[config.mk]
export PLATFORM = sky130hd
export DESIGN_NAME = tgt_step_ctrl
export DESIGN_NICKNAME = d
export VERILOG_FILES = /design/src/rtl/tgt_step_pkg.sv /design/src/rtl/tgt_step_fsm.sv /design/src/rtl/tgt_step_dp.sv /design/src/rtl/tgt_step_ctrl.sv
export SDC_FILE = /design/constraint.sdc
export NUM_CORES = 1
export LEC_CHECK = 0
export ABC_AREA = 0
export BUFFER_PORTS_ARGS = -buffer_cell sky130_fd_sc_hd__buf_2
export CORE_MARGIN = 4
export CORE_UTILIZATION = 47
export CTS_CLUSTER_DIAMETER = 100
export DETAILED_ROUTE_END_ITERATION = 6
export PLACE_DENSITY = 0.78
export REMOVE_ABC_BUFFERS = 1
export SETUP_SLACK_MARGIN = 0.5
export SYNTH_ARGS = -nofsm -noshare
export SYNTH_HDL_FRONTEND = slang
export SYNTH_SLANG_ARGS = --single-unit
[constraint.sdc]
create_clock -name clk -period 1.9 [get_ports clk]
set_clock_uncertainty 0.1 [all_clocks]
set_input_delay 0.285 -clock clk [delete_from_list [all_inputs] [get_ports clk]]
set_output_delay 0.285 -clock clk [all_outputs]
set_load 0.02 [all_outputs]
[src/rtl/tgt_step_pkg.sv]
package tgt_step_pkg;

  // Bit positions inside the control value; the decode depends on them.
  localparam int unsigned CTRL_W      = 8;
  localparam int unsigned BIT_RUN     = 0;
  localparam int unsigned BIT_STEP    = 1;
  localparam int unsigned BIT_JAM     = 2;
  localparam int unsigned BIT_RESET   = 3;
  localparam int unsigned BIT_WRPROT  = 4;
  localparam int unsigned BIT_DOUTDIS = 5;
  localparam int unsigned BIT_PHANTOM = 6;
  localparam int unsigned BIT_KEYRDY  = 7;

  typedef enum logic {
    ST_IDLE  = 1'b0,
    ST_PULSE = 1'b1
  } stepState_t;

  // Strobes from the control FSM to the datapath.
  typedef struct packed {
    logic start;   // load the pulse counter
    logic dec;     // count down one clock
    logic pulseOn; // ready pulse currently active
  } pulseCmd_t;

endpackage

[src/rtl/tgt_step_fsm.sv]
module tgt_step_fsm
  import tgt_step_pkg::*;
(
  input  logic      clk,
  input  logic      rstN,
  input  logic      runNew,   // incoming run/halt bit
  input  logic      stepNew,  // incoming step bit
  input  logic      stepOld,  // step bit held from the last edge
  input  logic      cntZero,  // pulse counter exhausted
  output pulseCmd_t cmd
);

  stepState_t state, stateNext;
  logic stepRise;
  logic accept;

  // A step request counts only on a rising step bit while the target stays halted.
  assign stepRise = stepNew & ~stepOld;
  assign accept   = stepRise & ~runNew & (state == ST_IDLE);

  always_comb begin
    stateNext = state;
    unique case (state)
      ST_IDLE:  if (accept)  stateNext = ST_PULSE;
      ST_PULSE: if (cntZero) stateNext = ST_IDLE;
      default:  stateNext = ST_IDLE;
    endcase
  end

  always_ff @(posedge clk) begin
    if (!rstN) state <= ST_IDLE;
    else       state <= stateNext;
  end

  always_comb begin
    cmd.start   = accept;
    cmd.dec     = (state == ST_PULSE) & ~cntZero;
    cmd.pulseOn = (state == ST_PULSE);
  end

endmodule

[src/rtl/tgt_step_dp.sv]
module tgt_step_dp
  import tgt_step_pkg::*;
#(
  parameter int unsigned PULSE_CYCLES = 38
) (
  input  logic              clk,
  input  logic              rstN,
  input  logic [CTRL_W-1:0] ctrlReg,
  input  pulseCmd_t         cmd,
  output logic [CTRL_W-1:0] ctrlQ,
  output logic              cntZero,
  output logic              readyOut,
  output logic              jamN,
  output logic              dioDriveEn,
  output logic              tgtResetN,
  output logic              wrProtN,
  output logic              memWrDriveEn,
  output logic              dataOutDisN,
  output logic              phantomN,
  output logic              keyReadyN
);

  localparam int unsigned CNT_W = (PULSE_CYCLES < 2) ? 1 : $clog2(PULSE_CYCLES);
  localparam logic [CNT_W-1:0] CNT_LOAD = CNT_W'(PULSE_CYCLES - 1);

  logic [CNT_W-1:0] pulseCnt;

  // Captured control value; resets to the free-run pattern.
  always_ff @(posedge clk) begin
    if (!rstN) ctrlQ <= '1;
    else       ctrlQ <= ctrlReg;
  end

  always_ff @(posedge clk) begin
    if (!rstN)          pulseCnt <= '0;
    else if (cmd.start) pulseCnt <= CNT_LOAD;
    else if (cmd.dec)   pulseCnt <= pulseCnt - 1'b1;
  end

  assign cntZero = (pulseCnt == '0);

  // Each override pin comes straight from one captured bit.
  assign readyOut     = ctrlQ[BIT_RUN] | cmd.pulseOn;
  assign jamN         = ctrlQ[BIT_JAM];
  assign dioDriveEn   = ~ctrlQ[BIT_JAM];
  assign tgtResetN    = ctrlQ[BIT_RESET];
  assign wrProtN      = ctrlQ[BIT_WRPROT];
  assign memWrDriveEn = ~ctrlQ[BIT_WRPROT];
  assign dataOutDisN  = ctrlQ[BIT_DOUTDIS];
  assign phantomN     = ctrlQ[BIT_PHANTOM];
  assign keyReadyN    = ctrlQ[BIT_KEYRDY];

endmodule

[src/rtl/tgt_step_ctrl.sv]
module tgt_step_ctrl
  import tgt_step_pkg::*;
#(
  parameter int unsigned CLK_PERIOD_NS = 20,
  parameter int unsigned PULSE_CYCLES  = 38,
  parameter int unsigned MIN_PULSE_NS  = 500,
  parameter int unsigned MAX_PULSE_NS  = 1000
) (
  input  logic       clk,
  input  logic       rstN,
  input  logic [7:0] ctrlReg,
  output logic       readyOut,
  output logic       jamN,
  output logic       dioDriveEn,
  output logic       tgtResetN,
  output logic       wrProtN,
  output logic       memWrDriveEn,
  output logic       dataOutDisN,
  output logic       phantomN,
  output logic       keyReadyN
);

  localparam int unsigned PULSE_NS = PULSE_CYCLES * CLK_PERIOD_NS;

  // the pulse must sit strictly inside the step window.
  generate
    if (PULSE_CYCLES == 0 || PULSE_NS <= MIN_PULSE_NS || PULSE_NS >= MAX_PULSE_NS) begin : g_badPulse
      $error("step pulse of %0d ns lies outside the allowed window", PULSE_NS);
    end
  endgenerate

  pulseCmd_t         cmd;
  logic [CTRL_W-1:0] ctrlQ;
  logic              cntZero;

  tgt_step_fsm u_fsm (
    .clk     (clk),
    .rstN    (rstN),
    .runNew  (ctrlReg[BIT_RUN]),
    .stepNew (ctrlReg[BIT_STEP]),
    .stepOld (ctrlQ[BIT_STEP]),
    .cntZero (cntZero),
    .cmd     (cmd)
  );

  tgt_step_dp #(
    .PULSE_CYCLES (PULSE_CYCLES)
  ) u_dp (
    .clk          (clk),
    .rstN         (rstN),
    .ctrlReg      (ctrlReg),
    .cmd          (cmd),
    .ctrlQ        (ctrlQ),
    .cntZero      (cntZero),
    .readyOut     (readyOut),
    .jamN         (jamN),
    .dioDriveEn   (dioDriveEn),
    .tgtResetN    (tgtResetN),
    .wrProtN      (wrProtN),
    .memWrDriveEn (memWrDriveEn),
    .dataOutDisN  (dataOutDisN),
    .phantomN     (phantomN),
    .keyReadyN    (keyReadyN)
  );

endmodule

Word-level counts from Yosys, hierarchy flattened
Cells that the tools add are included.
- add/subtract/negate cells: 1
- multiply operators: 0
- div/mod/pow operators: 0
- magnitude comparators: 0
- equal/unequal tests: 0
- shifts and indexed selects: 0
- muxes and demuxes: 5
- bitwise operators: 12
- reduce and logical (&&, ||, !) cells: 3
- operators by type and width (kind ; count):
    $mux 6 ; 2
    $not 1->1 ; 7
    $logic_not 6->1 ; 1
    $sub 6x1->6 const B ; 1
    $and 1x1->1 ; 4
    $mux 1 ; 2
    $pmux 1 s2 ; 1
    $reduce_bool 2->1 ; 1
    $reduce_or 2->1 ; 1
    $or 1x1->1 ; 1
- register bits: 15
- bits in latches: 0
- bits in writable memories: 0
- bits in read-only memories: 0
- bits of input ports: 10
- output and inout bits: 9
- logic and storage cells: 25
- memories: 0

Logic depth before layout (Yosys ltp)
Gate-level depths: netlist of the first run.
- word-level depth: 6
- depth in mapped cells: 5
- gate-level depth less buffers: 5

By module
A second synthesis of the first run with hierarchy kept.
- cell total of the unflattened synthesis: 62
- area, all modules: 651.9 sq um
- by module, submodules not included (module ; times used ; cells each ; area each (sq um) ; sequential area each (sq um)):
    tgt_step_dp ; 1 ; 56 ; 579.3 ; 280.3
    tgt_step_fsm ; 1 ; 6 ; 72.6 ; 20.0

Least setup slack after synthesis of the first run
Ideal clock, no wire load.
- path type: reg-to-reg
- from: register u_dp.pulseCnt[0]
- to: register u_dp.pulseCnt[4]
- library setup time: 0.070 ns
- data arrival time: 1.289 ns
- slack: 0.441 ns
- stages on the path, launching flop included: 6
- buffers on the path: 0
- path through: dfxtp_1 inv_1 ha_1 nor2b_1 or4_1 a21oi_1
- word-level cells in the longest chain between the ends: 3
- elaborated cells between the ends (all ways): 4
- classes of those cells: add/sub: 1; bitwise: 2; reduce/logical: 1
- ends and longest elaborated chain (what ; RTL line ; source):
    from (decl) ; tgt_step_dp.sv:26 ; logic [CNT_W-1:0] pulseCnt;
    from (signal assigned) ; tgt_step_dp.sv:37 ; else if (cmd.dec) pulseCnt <= pulseCnt - 1'b1;
    parallel branches: the longest is 3 deep, another holds $sub 6x1->6 ; - ;
Several ways; the timed one is not identified.
A chain may end at the register's enable or synchronous reset.

Worst setup path after layout of the first run
- from: register u_dp.pulseCnt[3]
- to: register u_dp.pulseCnt[4]
The elaborated chain is that of the path after synthesis.

==> reports/results.ini, run 1 <==
[job]
drv_cap=0

[global_routing]
gr-total-overflow=0
grt_pass1_wl_mm=2.17
grt_pass1_vias=531
grt_use_total_pct=15.1
grt_max_degree=11
antenna_found_initial=0

[timing]
setup_viol=0
rsz0062_at_grt=true
hold_viol_final=0
tns_ns=0
report.final.slew_viol_count=0
period_minus_slack_ns=1.48
worst_slew_pin_slew_ns=0.486
fmax_mhz=674
slew_headroom_pct=67.2
fin_crit_sh_pct=78.0
setup_ws_ns=0.417

[critical_path]
cp.depth=3
crit_type=register to register
crit_buf_inv=0
cp_top_family=simple AND/OR/NAND/NOR gates
r2r_start=u_dp.pulseCnt[3]
cp-start-kind=register
r2r.worst_path.cells=3
r2r_end=u_dp.pulseCnt[4]
critPathCaptureType=register
crit_chain=or2_2 > or4_1 > a21oi_1
slowest_delay_ns=0.50
cp.arrival_ns=1.60
cp_max_fo=6
cp_slowest_cell=or4_1
cp_data_required_time_ns=2.02
reg2reg_slack_ns=0.42

[final_layout]
drive_above_1_share_pct=50.0
design_area_sq_um=835
area_growth_pct=35.6
final_cells=102
diodes=0
layout.nets=101

[clock_tree]
clk_pin_slew_ns=0.10
cts_buffer_depth=2
clock_latency_ns=0.29
root_buffer=clkbuf_4
hold_buffers=0
cts_tree=done
cts.sinks=15
h-tree-depth=1
numCtsBuffers=3

[hold_path]
hp-class=input port to register
min_to=u_dp.ctrlQ[6]
min_path_cells=2
hp-start=ctrlReg[6]

[placed_design]
io_buffer_count=18
place_congestion=0.853
place_inst=94
dp_slack_ns=0.344
postPlaceCellArea_sq_um=723
dp_hpwl_um=987

[synthesis]
ys_seq_area_share_pct=48.8
synth_cells=62
ys_seq_elements=15
synth.avg_cell_area_sq_um=9.93
yosysUniqueCellTypes=22
yosysWarnings=0
synth_area_sq_um=616

[route]
ant_nets=0
viasPerCell=5.29
drt-pass1-iter-count=4
first_iter_violations=8
route.detailed.drc=0
vias=540
wirelength_mm=1.40
post_drt_wl_per_cell_um=13.7

[power]
power_density_mw_per_mm2=717
peakVddDrop_mv=0.501
p_leak_nw=0.354

[die]
boundaryPins=19
die_area_sq_mm=0.00195
rows=12
fp.dieH_um=44.2
start_util_pct=52.6
dieWidth_um=44.2
coreArea_sq_mm=0.00117

[status]
status=finished, final reports clean

## power breakdown
part	switching (W)	internal (W)
sequential	0.00000769	0.000325
combinational	0.0000427	0.0000402
clock	0.000104	0.0000782
## synthesized netlist by cell type (all sizes together)
cell / count / area share (%)
nand2: 5 / 3.0
nand2b: 9 / 9.1
dfxtp: 15 / 49
or4b: 2 / 3.9
a211o: 2 / 2.8
a31oi: 1 / 1.0
o31ai: 1 / 1.2
a21oi: 7 / 6.3
inv: 6 / 3.7
a211oi: 2 / 2.4
ha: 2 / 4.1
or4: 1 / 1.2
nor2b: 1 / 1.0
a21bo: 1 / 1.6
or2: 2 / 2.0
nor2: 1 / 0.61
o21ai: 1 / 0.81
nor4: 1 / 1.0
nor4b: 2 / 5.3
## sequential cells by signal, indices dropped and copies added, names as in the netlist
signal and cells:
u_dp.ctrlQ 8, u_dp.pulseCnt 6, u_fsm.state 1
## cell type report
cell class / instances / area, sq um
repair buffers: 22 / 126
inverters: 6 / 25.0
well taps: 14 / 17.5
clock inverters: 1 / 5.00
fillers: 94 / 337
clock buffers: 3 / 22.5
multi-input cells: 41 / 328
flip-flops and latches: 15 / 310
## worst max-delay path by stage
stage	start	endpoint	slack, ns
final	u_dp.pulseCnt[3]	u_dp.pulseCnt[4]	0.42
after global routing	u_dp.pulseCnt[3]	u_dp.pulseCnt[4]	0.35
after CTS	u_dp.pulseCnt[3]	u_dp.pulseCnt[4]	0.42
after detailed placement	u_dp.pulseCnt[0]	u_dp.pulseCnt[4]	0.34
after global placement	u_dp.pulseCnt[0]	u_dp.pulseCnt[4]	0.34
after floorplan	u_dp.pulseCnt[0]	u_dp.pulseCnt[4]	0.44
## cell usage in the layout (no fill, tap or decap), types with 2 or more instances in the layout
| master | n |
|---|---|
| dfxtp_4 | 2 |
| nand2_1 | 4 |
| buf_4 | 4 |
| a21oi_1 | 5 |
| dfxtp_1 | 11 |
| a211o_1 | 2 |
| clkbuf_4 | 3 |
| dfxtp_2 | 2 |
| buf_2 | 17 |
| nand2b_1 | 9 |
| or4b_4 | 2 |
| a21oi_2 | 2 |
| inv_1 | 4 |
## routing by layer
layer / global-route usage, % / wire (um)
met4: 7.23 / 9
met1: 16.0 / 568
met3: 3.66 / 90
met5: 0 / 0
met2: 27.3 / 727
## worst reg2reg max path: stages, from the launching register on
cell,delay (ns)
dfxtp_1,0.39
or2_2,0.31
or4_1,0.50
a21oi_1,0.12
## through the flow
| stage | hold WS (ns) | utilization, % | power [W] |
|---|---|---|---|
| after global routing | 0.0679 | 71.3 | 0.000625 |
| after global placement | 0.365 | 61.8 | 0.000410 |
| after floorplan | 0.258 | - | 0.000383 |
| after CTS | 0.0656 | 68.8 | 0.000597 |
| final | 0.0709 | 71.3 | 0.000598 |
| after detailed placement | 0.370 | 61.8 | 0.000412 |
## cells by family after synthesis
| logic type | after synthesis | share of synthesized area (%) |
|---|---|---|
| buf+inv | 6 | 3.66 |
| fa+ha+maj | 2 | 4.06 |
| flops | 15 | 48.8 |
| simple gates | 24 | 27.2 |
| compound gates | 15 | 16.3 |
## repair_timing
action / 4_1_cts / 5_1_grt
pin swaps: 6 / 5
gates resized for setup: 15 / 4
buffers inserted: 3 / 1
endpoints found under the setup margin: 8 / 8
Power figures use the tool's default switching activity.
==> run 2: changes to the inputs <==
==> constraint.sdc (replaced) <==
create_clock -name clk -period 1.4 [get_ports clk]
set_clock_uncertainty 0.1 [all_clocks]
set_input_delay 0.21 -clock clk [delete_from_list [all_inputs] [get_ports clk]]
set_output_delay 0.21 -clock clk [all_outputs]
set_load 0.02 [all_outputs]
==> run 2 against run 1 <==
  * The run now ends with negative setup slack left
  * Wire length grew 7.4%
  * Register-to-register slack worse by 0.48 ns
  * Via count is 5.0% higher
  * Sequential share of layout area shrank 4.0 points
  * Count of clock-buffer cells in the layout is 1 higher
  * Total power up 39%
  * Sequential cell count unchanged
  * Critical endpoint unchanged
==> reports/results.ini, run 2 (synthesized netlist as in run 1, its figures left out) <==
[power]
fin_total_pwr_w=0.000830  ; +39%
p_leak_nw=0.394  ; +11%
peakVddDrop_mv=0.664  ; +33%
power_density_mw_per_mm2=880  ; +23%

[clock_tree]
cts_buffer_depth=2  ; unchanged
cts_tree=done
clock_latency_ns=0.27  ; -0.02 ns
cts.sinks=15  ; unchanged
numCtsBuffers=3  ; unchanged
root_buffer=clkbuf_4
clk_pin_slew_ns=0.08  ; -0.02 ns
h-tree-depth=1  ; unchanged

[critical_path]
cp.arrival_ns=1.58  ; -0.02 ns
critPathCaptureType=register
cp_max_fo=3  ; -3
reg2reg_slack_ns=-0.07  ; -0.48 ns
cp_data_required_time_ns=1.51  ; -0.51 ns
cp-start-kind=register
crit_type=register to register
r2r.worst_path.cells=5  ; +2

[global_routing]
gr-total-overflow=0  ; unchanged
antenna_found_initial=0  ; unchanged
grt_use_total_pct=16.5  ; +1.5 points
grt_pass1_wl_mm=2.36  ; +8.9%
grt_max_degree=11  ; unchanged
grt_pass1_vias=531  ; unchanged

[die]
dieWidth_um=44.2  ; unchanged
fp.dieH_um=44.2  ; unchanged
boundaryPins=19  ; unchanged
start_util_pct=52.6  ; unchanged
coreArea_sq_mm=0.00117  ; unchanged
die_area_sq_mm=0.00195  ; unchanged
rows=12  ; unchanged

[timing]
fin_crit_sh_pct=105  ; +27 points
fmax_mhz=681  ; +1.1%
setup_viol=3  ; +3
report.final.slew_viol_count=0  ; unchanged
hold_viol_final=0  ; unchanged
rsz0062_at_grt=true
worst_slew_pin_slew_ns=0.349  ; -0.137 ns
period_minus_slack_ns=1.47  ; -0.0155 ns
tns_ns=-0.145  ; -0.145 ns
setup_ws_ns=-0.0675  ; -0.485 ns
slew_headroom_pct=76.7  ; +9.5 points

[final_layout]
utilization_pct=80.6  ; +9.3 points
final_cells=107  ; +4.9%
area_growth_pct=53.3
top_regs=u_dp.ctrlQ (8), u_dp.pulseCnt (6), u_fsm.state (1)
drive_above_1_share_pct=63.4  ; +13 points
final_cell_mix=buf_6 (10), dfxtp_2 (10), nand2b_1 (9), buf_2 (9), buf_4 (7)
regArea_sq_um=313  ; +0.81%
largest_reg_flops=8  ; unchanged
fillers=68  ; -28%
diodes=0  ; unchanged
largest-register=u_dp.ctrlQ
design_area_sq_um=943  ; +13%
multi_input_area_sq_um=344  ; +5.0%
layout.nets=106  ; +5.0%

[route]
drt-pass1-iter-count=5  ; +1
first_iter_violations=12  ; +4
viasPerCell=5.30  ; about the same
wirelength_mm=1.50  ; +7.4%
post_drt_wl_per_cell_um=14.0  ; +2.4%
route.detailed.drc=0  ; unchanged
ant_nets=0  ; unchanged
vias=567  ; +5.0%

[placed_design]
io_buffer_count=18  ; unchanged
place_inst=102  ; +8.5%
postPlaceCellArea_sq_um=783  ; +8.3%
dp_hpwl_mm=1.06  ; +7.3%
place_congestion=0.873  ; +2.4%

[status]
status=finished, violations left
violations=negative setup slack

[hold_path]
min_path_cells=2  ; unchanged
hp-class=input port to register

[job]
drv_cap=0  ; unchanged

## run 2: changes by cell type in the layout (fill, tap and decap cells not counted), moves of 3 or more
cell	previous run	this run
buf_4	4	7
buf_6	1	10
dfxtp_1	11	5
buf_2	17	9
inv_2	1	4
dfxtp_2	2	10
## run 2: area by class of cell
cell class	instances	share of cell area, %
Tap cell	14	1.86
Sequential cell	15	33.2
Inverter	6	2.39
Clock buffer	4	2.79
Timing Repair Buffer	27	23.3
Multi-Input combinational cell	41	36.5
## run 2: power by group
group / total (W) / internal [W] / switching (W)
registers: 0.000459 / 0.000446 / 0.0000130
logic: 0.000136 / 0.0000737 / 0.0000620
clock network: 0.000235 / 0.000110 / 0.000125
total: 0.000830 / 0.000630 / 0.000200
## run 2: worst paths after layout
path | startpoint | end
min reg2reg | u_dp.pulseCnt[5] | u_dp.pulseCnt[5]
max reg2reg | u_dp.pulseCnt[0] | u_dp.pulseCnt[4]
min | ctrlReg[6] | u_dp.ctrlQ[6]
max | u_dp.pulseCnt[0] | u_dp.pulseCnt[4]
## run 2: metal layers
metal	part of all wire [%]	track usage, %	vias to the layer above
li1	-	-	278
met1	37	18.0	270
met2	57	31.1	19
met3	5.9	7.32	0
met4	0	0	0
met5	0	0	-
## run 2: what timing repair did
item                       in CTS  in global routing
setup endpoints to repair      16                 16
pin swaps                       9                  0
hold endpoints to repair        0                  1
gates resized for setup        43                  2
hold buffers                    0                  1
setup buffers                   0                  0
## run 2: through the flow
stage	hold slack, ns	setup slack, ns
2_1_floorplan	0.183	-0.0588
5_1_grt	0.00470	-0.128
3_5_place_dp	0.293	-0.178
6_report	0.00980	-0.0675
3_3_place_gp	0.290	-0.132
4_1_cts	0.0000322	-0.0785
## run 2: critical path, cell delays in order (launching register included)
cell and delay, ns:
dfxtp_2 0.35, inv_2 0.06, ha_4 0.16, nor2b_1 0.12, or4_4 0.48, a21oi_2 0.13
